### src/rtl/shadow_reg_pkg.sv
package shadow_reg_pkg;

  typedef enum logic {
    PH_EMPTY = 1'b0,
    PH_ARMED = 1'b1
  } phase_e;

  typedef struct packed {
    logic upd;
    logic stor;
  } err_stat_t;

endpackage

### src/rtl/shadow_stage.sv
module shadow_stage
  import shadow_reg_pkg::*;
#(
  parameter int WIDTH = 32
) (
  input  logic             clk_i,
  input  logic             rst_ni,
  input  logic             shadow_rst_ni,
  input  logic             wr_en_i,
  input  logic [WIDTH-1:0] wr_data_i,
  input  logic             rd_en_i,
  input  logic             block_i,
  output logic             commit_o,
  output logic             upd_mismatch_o
);

  function automatic logic same_word(input logic [WIDTH-1:0] a,
                                     input logic [WIDTH-1:0] b);
    return (a ^ b) == '0;
  endfunction

  logic             any_rst_n;
  phase_e           phase_q, phase_eff;
  logic [WIDTH-1:0] staged_q;
  logic             accept, second;

  assign any_rst_n = rst_ni & shadow_rst_ni;
  assign accept    = wr_en_i & ~block_i;
  assign phase_eff = rd_en_i ? PH_EMPTY : phase_q;
  assign second    = accept && (phase_eff == PH_ARMED);

  assign commit_o       = second &&  same_word(staged_q, wr_data_i);
  assign upd_mismatch_o = second && !same_word(staged_q, wr_data_i);

  always_ff @(posedge clk_i or negedge any_rst_n) begin
    if (!any_rst_n) begin
      phase_q  <= PH_EMPTY;
      staged_q <= '0;
    end else if (accept) begin
      if (phase_eff == PH_EMPTY) begin
        phase_q  <= PH_ARMED;
        staged_q <= wr_data_i;
      end else begin
        phase_q  <= PH_EMPTY;
      end
    end else if (rd_en_i) begin
      phase_q <= PH_EMPTY;
    end
  end

endmodule

### src/rtl/shadow_store.sv
module shadow_store #(
  parameter int               WIDTH     = 32,
  parameter logic [WIDTH-1:0] RESET_VAL = '0
) (
  input  logic             clk_i,
  input  logic             rst_ni,
  input  logic             shadow_rst_ni,
  input  logic             commit_i,
  input  logic [WIDTH-1:0] data_i,
  output logic [WIDTH-1:0] committed_o,
  output logic             mismatch_o
);

  function automatic logic [WIDTH-1:0] to_shadow(input logic [WIDTH-1:0] v);
    return ~v;
  endfunction

  function automatic logic copies_agree(input logic [WIDTH-1:0] c,
                                        input logic [WIDTH-1:0] s);
    return (c ^ s) == '1;
  endfunction

  localparam logic [WIDTH-1:0] ShadowResetVal = ~RESET_VAL;

  logic [WIDTH-1:0] live_q, inv_q;

  always_ff @(posedge clk_i or negedge rst_ni) begin
    if (!rst_ni)       live_q <= RESET_VAL;
    else if (commit_i) live_q <= data_i;
  end

  always_ff @(posedge clk_i or negedge shadow_rst_ni) begin
    if (!shadow_rst_ni) inv_q <= ShadowResetVal;
    else if (commit_i)  inv_q <= to_shadow(data_i);
  end

  assign committed_o = live_q;
  assign mismatch_o  = !copies_agree(live_q, inv_q);

endmodule

### src/rtl/shadow_err_mon.sv
module shadow_err_mon
  import shadow_reg_pkg::*;
(
  input  logic      clk_i,
  input  logic      rst_ni,
  input  logic      mismatch_i,
  input  logic      upd_mismatch_i,
  output logic      upd_pulse_o,
  output logic      storage_err_o,
  output err_stat_t stat_o
);

  logic stor_q, upd_pulse_q, upd_sticky_q;

  always_ff @(posedge clk_i or negedge rst_ni) begin
    if (!rst_ni) begin
      stor_q       <= 1'b0;
      upd_pulse_q  <= 1'b0;
      upd_sticky_q <= 1'b0;
    end else begin
      stor_q       <= stor_q | mismatch_i;
      upd_pulse_q  <= upd_mismatch_i;
      upd_sticky_q <= upd_sticky_q | upd_mismatch_i;
    end
  end

  assign upd_pulse_o   = upd_pulse_q;
  assign storage_err_o = stor_q | mismatch_i;
  assign stat_o.upd    = upd_sticky_q;
  assign stat_o.stor   = stor_q;

endmodule

### src/rtl/shadow_cfg_reg.sv
module shadow_cfg_reg
  import shadow_reg_pkg::*;
#(
  parameter int               WIDTH     = 32,
  parameter logic [WIDTH-1:0] RESET_VAL = '0
) (
  input  logic             clk_i,
  input  logic             rst_ni,
  input  logic             shadow_rst_ni,
  input  logic             wr_en_i,
  input  logic [WIDTH-1:0] wr_data_i,
  input  logic             rd_en_i,
  output logic [WIDTH-1:0] value_o,
  output logic             update_err_o,
  output logic             storage_err_o,
  output logic             stat_update_err_o,
  output logic             stat_storage_err_o
);

  logic      commit_evt;
  logic      upd_mismatch_evt;
  logic      copy_mismatch;
  err_stat_t err_stat;

  shadow_stage #(.WIDTH(WIDTH)) u_stage (
    .clk_i          (clk_i),
    .rst_ni         (rst_ni),
    .shadow_rst_ni  (shadow_rst_ni),
    .wr_en_i        (wr_en_i),
    .wr_data_i      (wr_data_i),
    .rd_en_i        (rd_en_i),
    .block_i        (storage_err_o),
    .commit_o       (commit_evt),
    .upd_mismatch_o (upd_mismatch_evt)
  );

  shadow_store #(.WIDTH(WIDTH), .RESET_VAL(RESET_VAL)) u_store (
    .clk_i         (clk_i),
    .rst_ni        (rst_ni),
    .shadow_rst_ni (shadow_rst_ni),
    .commit_i      (commit_evt),
    .data_i        (wr_data_i),
    .committed_o   (value_o),
    .mismatch_o    (copy_mismatch)
  );

  shadow_err_mon u_err (
    .clk_i          (clk_i),
    .rst_ni         (rst_ni),
    .mismatch_i     (copy_mismatch),
    .upd_mismatch_i (upd_mismatch_evt),
    .upd_pulse_o    (update_err_o),
    .storage_err_o  (storage_err_o),
    .stat_o         (err_stat)
  );

  assign stat_update_err_o  = err_stat.upd;
  assign stat_storage_err_o = err_stat.stor;

endmodule

### config.mk
export PLATFORM = sky130hd
export DESIGN_NAME = shadow_cfg_reg
export DESIGN_NICKNAME = d
export VERILOG_FILES = /design/src/rtl/shadow_reg_pkg.sv /design/src/rtl/shadow_stage.sv /design/src/rtl/shadow_store.sv /design/src/rtl/shadow_err_mon.sv /design/src/rtl/shadow_cfg_reg.sv
export SDC_FILE = /design/constraint.sdc
export NUM_CORES = 1
export LEC_CHECK = 0
export CAP_MARGIN = 20
export CORE_ASPECT_RATIO = 1.4
export CORE_MARGIN = 1
export CORE_UTILIZATION = 54
export DETAILED_ROUTE_END_ITERATION = 10
export PLACE_DENSITY_LB_ADDON = 0.1
export SYNTH_ARGS = -nofsm -noshare
export SYNTH_HDL_FRONTEND = slang
export SYNTH_SLANG_ARGS = --single-unit
export TNS_END_PERCENT = 10
### constraint.sdc
create_clock -name clk_i -period 3.3 [get_ports clk_i]
set_input_delay 0.495 -clock clk_i [delete_from_list [all_inputs] [get_ports clk_i]]
set_output_delay 0.495 -clock clk_i [all_outputs]
set_load 0.03 [all_outputs]
==> metrics.cfg <==
[floorplanning]
rows = 39
dieWidth_um = 80.5
start_util = 0.565
die-area_um2 = 9000
die_h_um = 112
coreArea_um2 = 8250
ioPinCount = 73

[critical_path]
cp-end-kind = output port
ff2ff_setup_slack_ns = 0.43
critPathRequiredTime_ns = 2.80
critPathMaxFanout = 2
arrival_ns = 2.59
crit_type = reg2out
critPathLaunchType = flip-flop

[detailed_routing]
drc = 0
vias = 2730
drt_iter0_drc = 182
wl_per_cell_um = 17.6
avgViaCountPerCell = 5.21
routed_wl_mm = 9.25
drt_first_pass_iters = 4
final_antenna_net_count = 0

[logic_synthesis]
synth_fp_nets = 376
synth_seq_cells = 100
yosys_warnings = 0
synth.area.top_cells = dfrtp_1 (37%), dfstp_2 (18%), xnor2_1 (9.2%)
syn_inst = 337
synth_cell_type_count = 25
synth_top_cell_by_area = dfrtp_1
synth_area_um2 = 4660
synth_seq_area_share = 0.546
synth_area_per_cell_um2 = 13.8
yosys.area.top_type_share = 0.365

[global_routing]
grt_pass1_wl_mm = 14.9
antenna_found_initial = 0
grt_pass1_vias = 2916
track_usage = 0.225
grt_max_degree = 49
overflow = 0

[placement]
dp_hpwl_mm = 6.64
port-buffer-count = 72
dp_cells = 508
place_ws_ns = 0.312
place_area_um2 = 5500
gp_congestion = 0.730

[clocking]
postCtsHoldBufs = 0
cts.path.max_buffers = 2
clock_sinks = 100
cts_buffers = 9
clkLatencyLatePin_ns = 0.34
h-tree-depth = 3
post_cts_buffers = 0
path_clk_slew_ns = 0.07
cts_tree = yes
ctsResizeCount = 0
root_buffer = clkbuf_16

[timing]
period_share = 0.936
hold_slack_ns = 0.172
max_clock_freq_ghz = 0.324
slew_headroom = 0.578
fin_ws_ns = 0.210
final_hold_viol_count = 0
maxSlewViolCount = 0
tns_ns = 0
finalSetupViolCount = 0
tightest_slew_ns = 0.633
clock_skew_ns = 0.00828
rsz0062_at_grt = false
period_minus_slack_ns = 3.09

[cells_and_area]
layout.cells.non_filler = 524
n_fill_cell = 598
n_antenna_cell = 0
finish.utilization = 0.706
stdcell_area_um2 = 5820
final_nets = 456
area_growth_pct = 25.0
drive_above_1_share = 0.289

[job]
cap_viol_max_count = 0

[status]
status = finished, final reports clean

[pwr]
power_leakage_nw = 2.97
p_per_area_nw_per_um2 = 466
finalPower_mw = 2.71
peakVddDrop_mv = 0.347

[worst_hold_path]
hp-class = in2async

## report_power, final
part	internal [mW]	total, mW	switching, mW
Combinational	0.162	0.291	0.128
Sequential	1.29	1.34	0.0444
Clock	0.635	1.08	0.448
## cell usage after synthesis (all sizes together)
cell	number
dfrtp	68
xnor2	49
nand4	13
dfstp	32
buf	10
inv	34
nor3	1
clkbuf	1
and3	1
and2	2
xor2	15
nand2	1
a21o	1
ha	2
mux2i	32
nor4	6
nand2b	1
nor2	2
nand3	2
mux2	64
## registers in the layout, summed over array words and instances (netlist names)
register and cells:
u_stage.staged_q 32, u_store.committed_o 32, u_store.inv_q 32, u_err.stor_q 1
u_err.upd_pulse_o 1, u_err.upd_sticky_q 1, u_stage.phase_q 1
## worst paths after layout
path	from	endpoint	cells past startpoint
max	u_store.inv_q[24]$_DFFE_PN1P_	storage_err_o	6
max in group asynchronous	shadow_rst_ni	u_stage.staged_q[2]$_DFFE_PN0P_	4
min reg2reg	u_store.inv_q[2]$_DFFE_PN1P_	u_store.inv_q[2]$_DFFE_PN1P_	2
min in group clk_i	u_store.inv_q[2]$_DFFE_PN1P_	u_store.inv_q[2]$_DFFE_PN1P_	2
min	rst_ni	u_store.committed_o[28]$_DFFE_PN0P_	1
max reg2reg	u_store.inv_q[24]$_DFFE_PN1P_	u_store.committed_o[19]$_DFFE_PN0P_	9
## critical path, stage by stage, from the launching register on
cell	delay, ns
dfstp_2	0.55
xnor2_1	0.10
nor4_2	0.38
nand4_1	0.13
nor4_1	0.34
nand2_1	0.15
clkdlybuf4s50_1	0.62
## area by class of cell
cell class	instances	area (um^2)	area share
Multi-Input combinational cell	192	1920	0.330
Tap cell	102	128	0.0219
Sequential cell	100	2540	0.437
Timing Repair Buffer	80	788	0.135
Clock buffer	12	256	0.0441
Clock inverter	4	56.3	0.00967
Inverter	34	128	0.0219
## cells by family (layout without fill, tap and decap cells)
logic type      count (synthesis)  in the layout  synth area share
compound gates                  1              1           0.00161
xor+xnor                       64             64             0.120
fa+ha+maj                       2              2           0.00537
buf+inv                        45            130            0.0427
flops                         100            100             0.546
mux                            96             96             0.246
simple gates                   29             29            0.0379
## per-layer routing
metal | share of wire | vias to the layer above | global-route usage
met5 | 0 | - | 0
met1 | 0.43 | 1377 | 0.287
met3 | 0.034 | 7 | 0.0418
met4 | 0.0089 | 0 | 0.0619
met2 | 0.53 | 64 | 0.386
li1 | - | 1282 | -
## layout by cell type, fill, tap and decap left out, types with 13 or more instances in the layout
cell             netlist  routed
clkdlybuf4s50_1        0      71
dfrtp_1               68      68
dfstp_2               32      32
inv_1                 34      34
mux2_2                36      36
mux2_4                28      28
mux2i_1               32      32
nand4_1               13      13
xnor2_1               49      49
xor2_1                15      15
(Power assumes the default switching activity.)
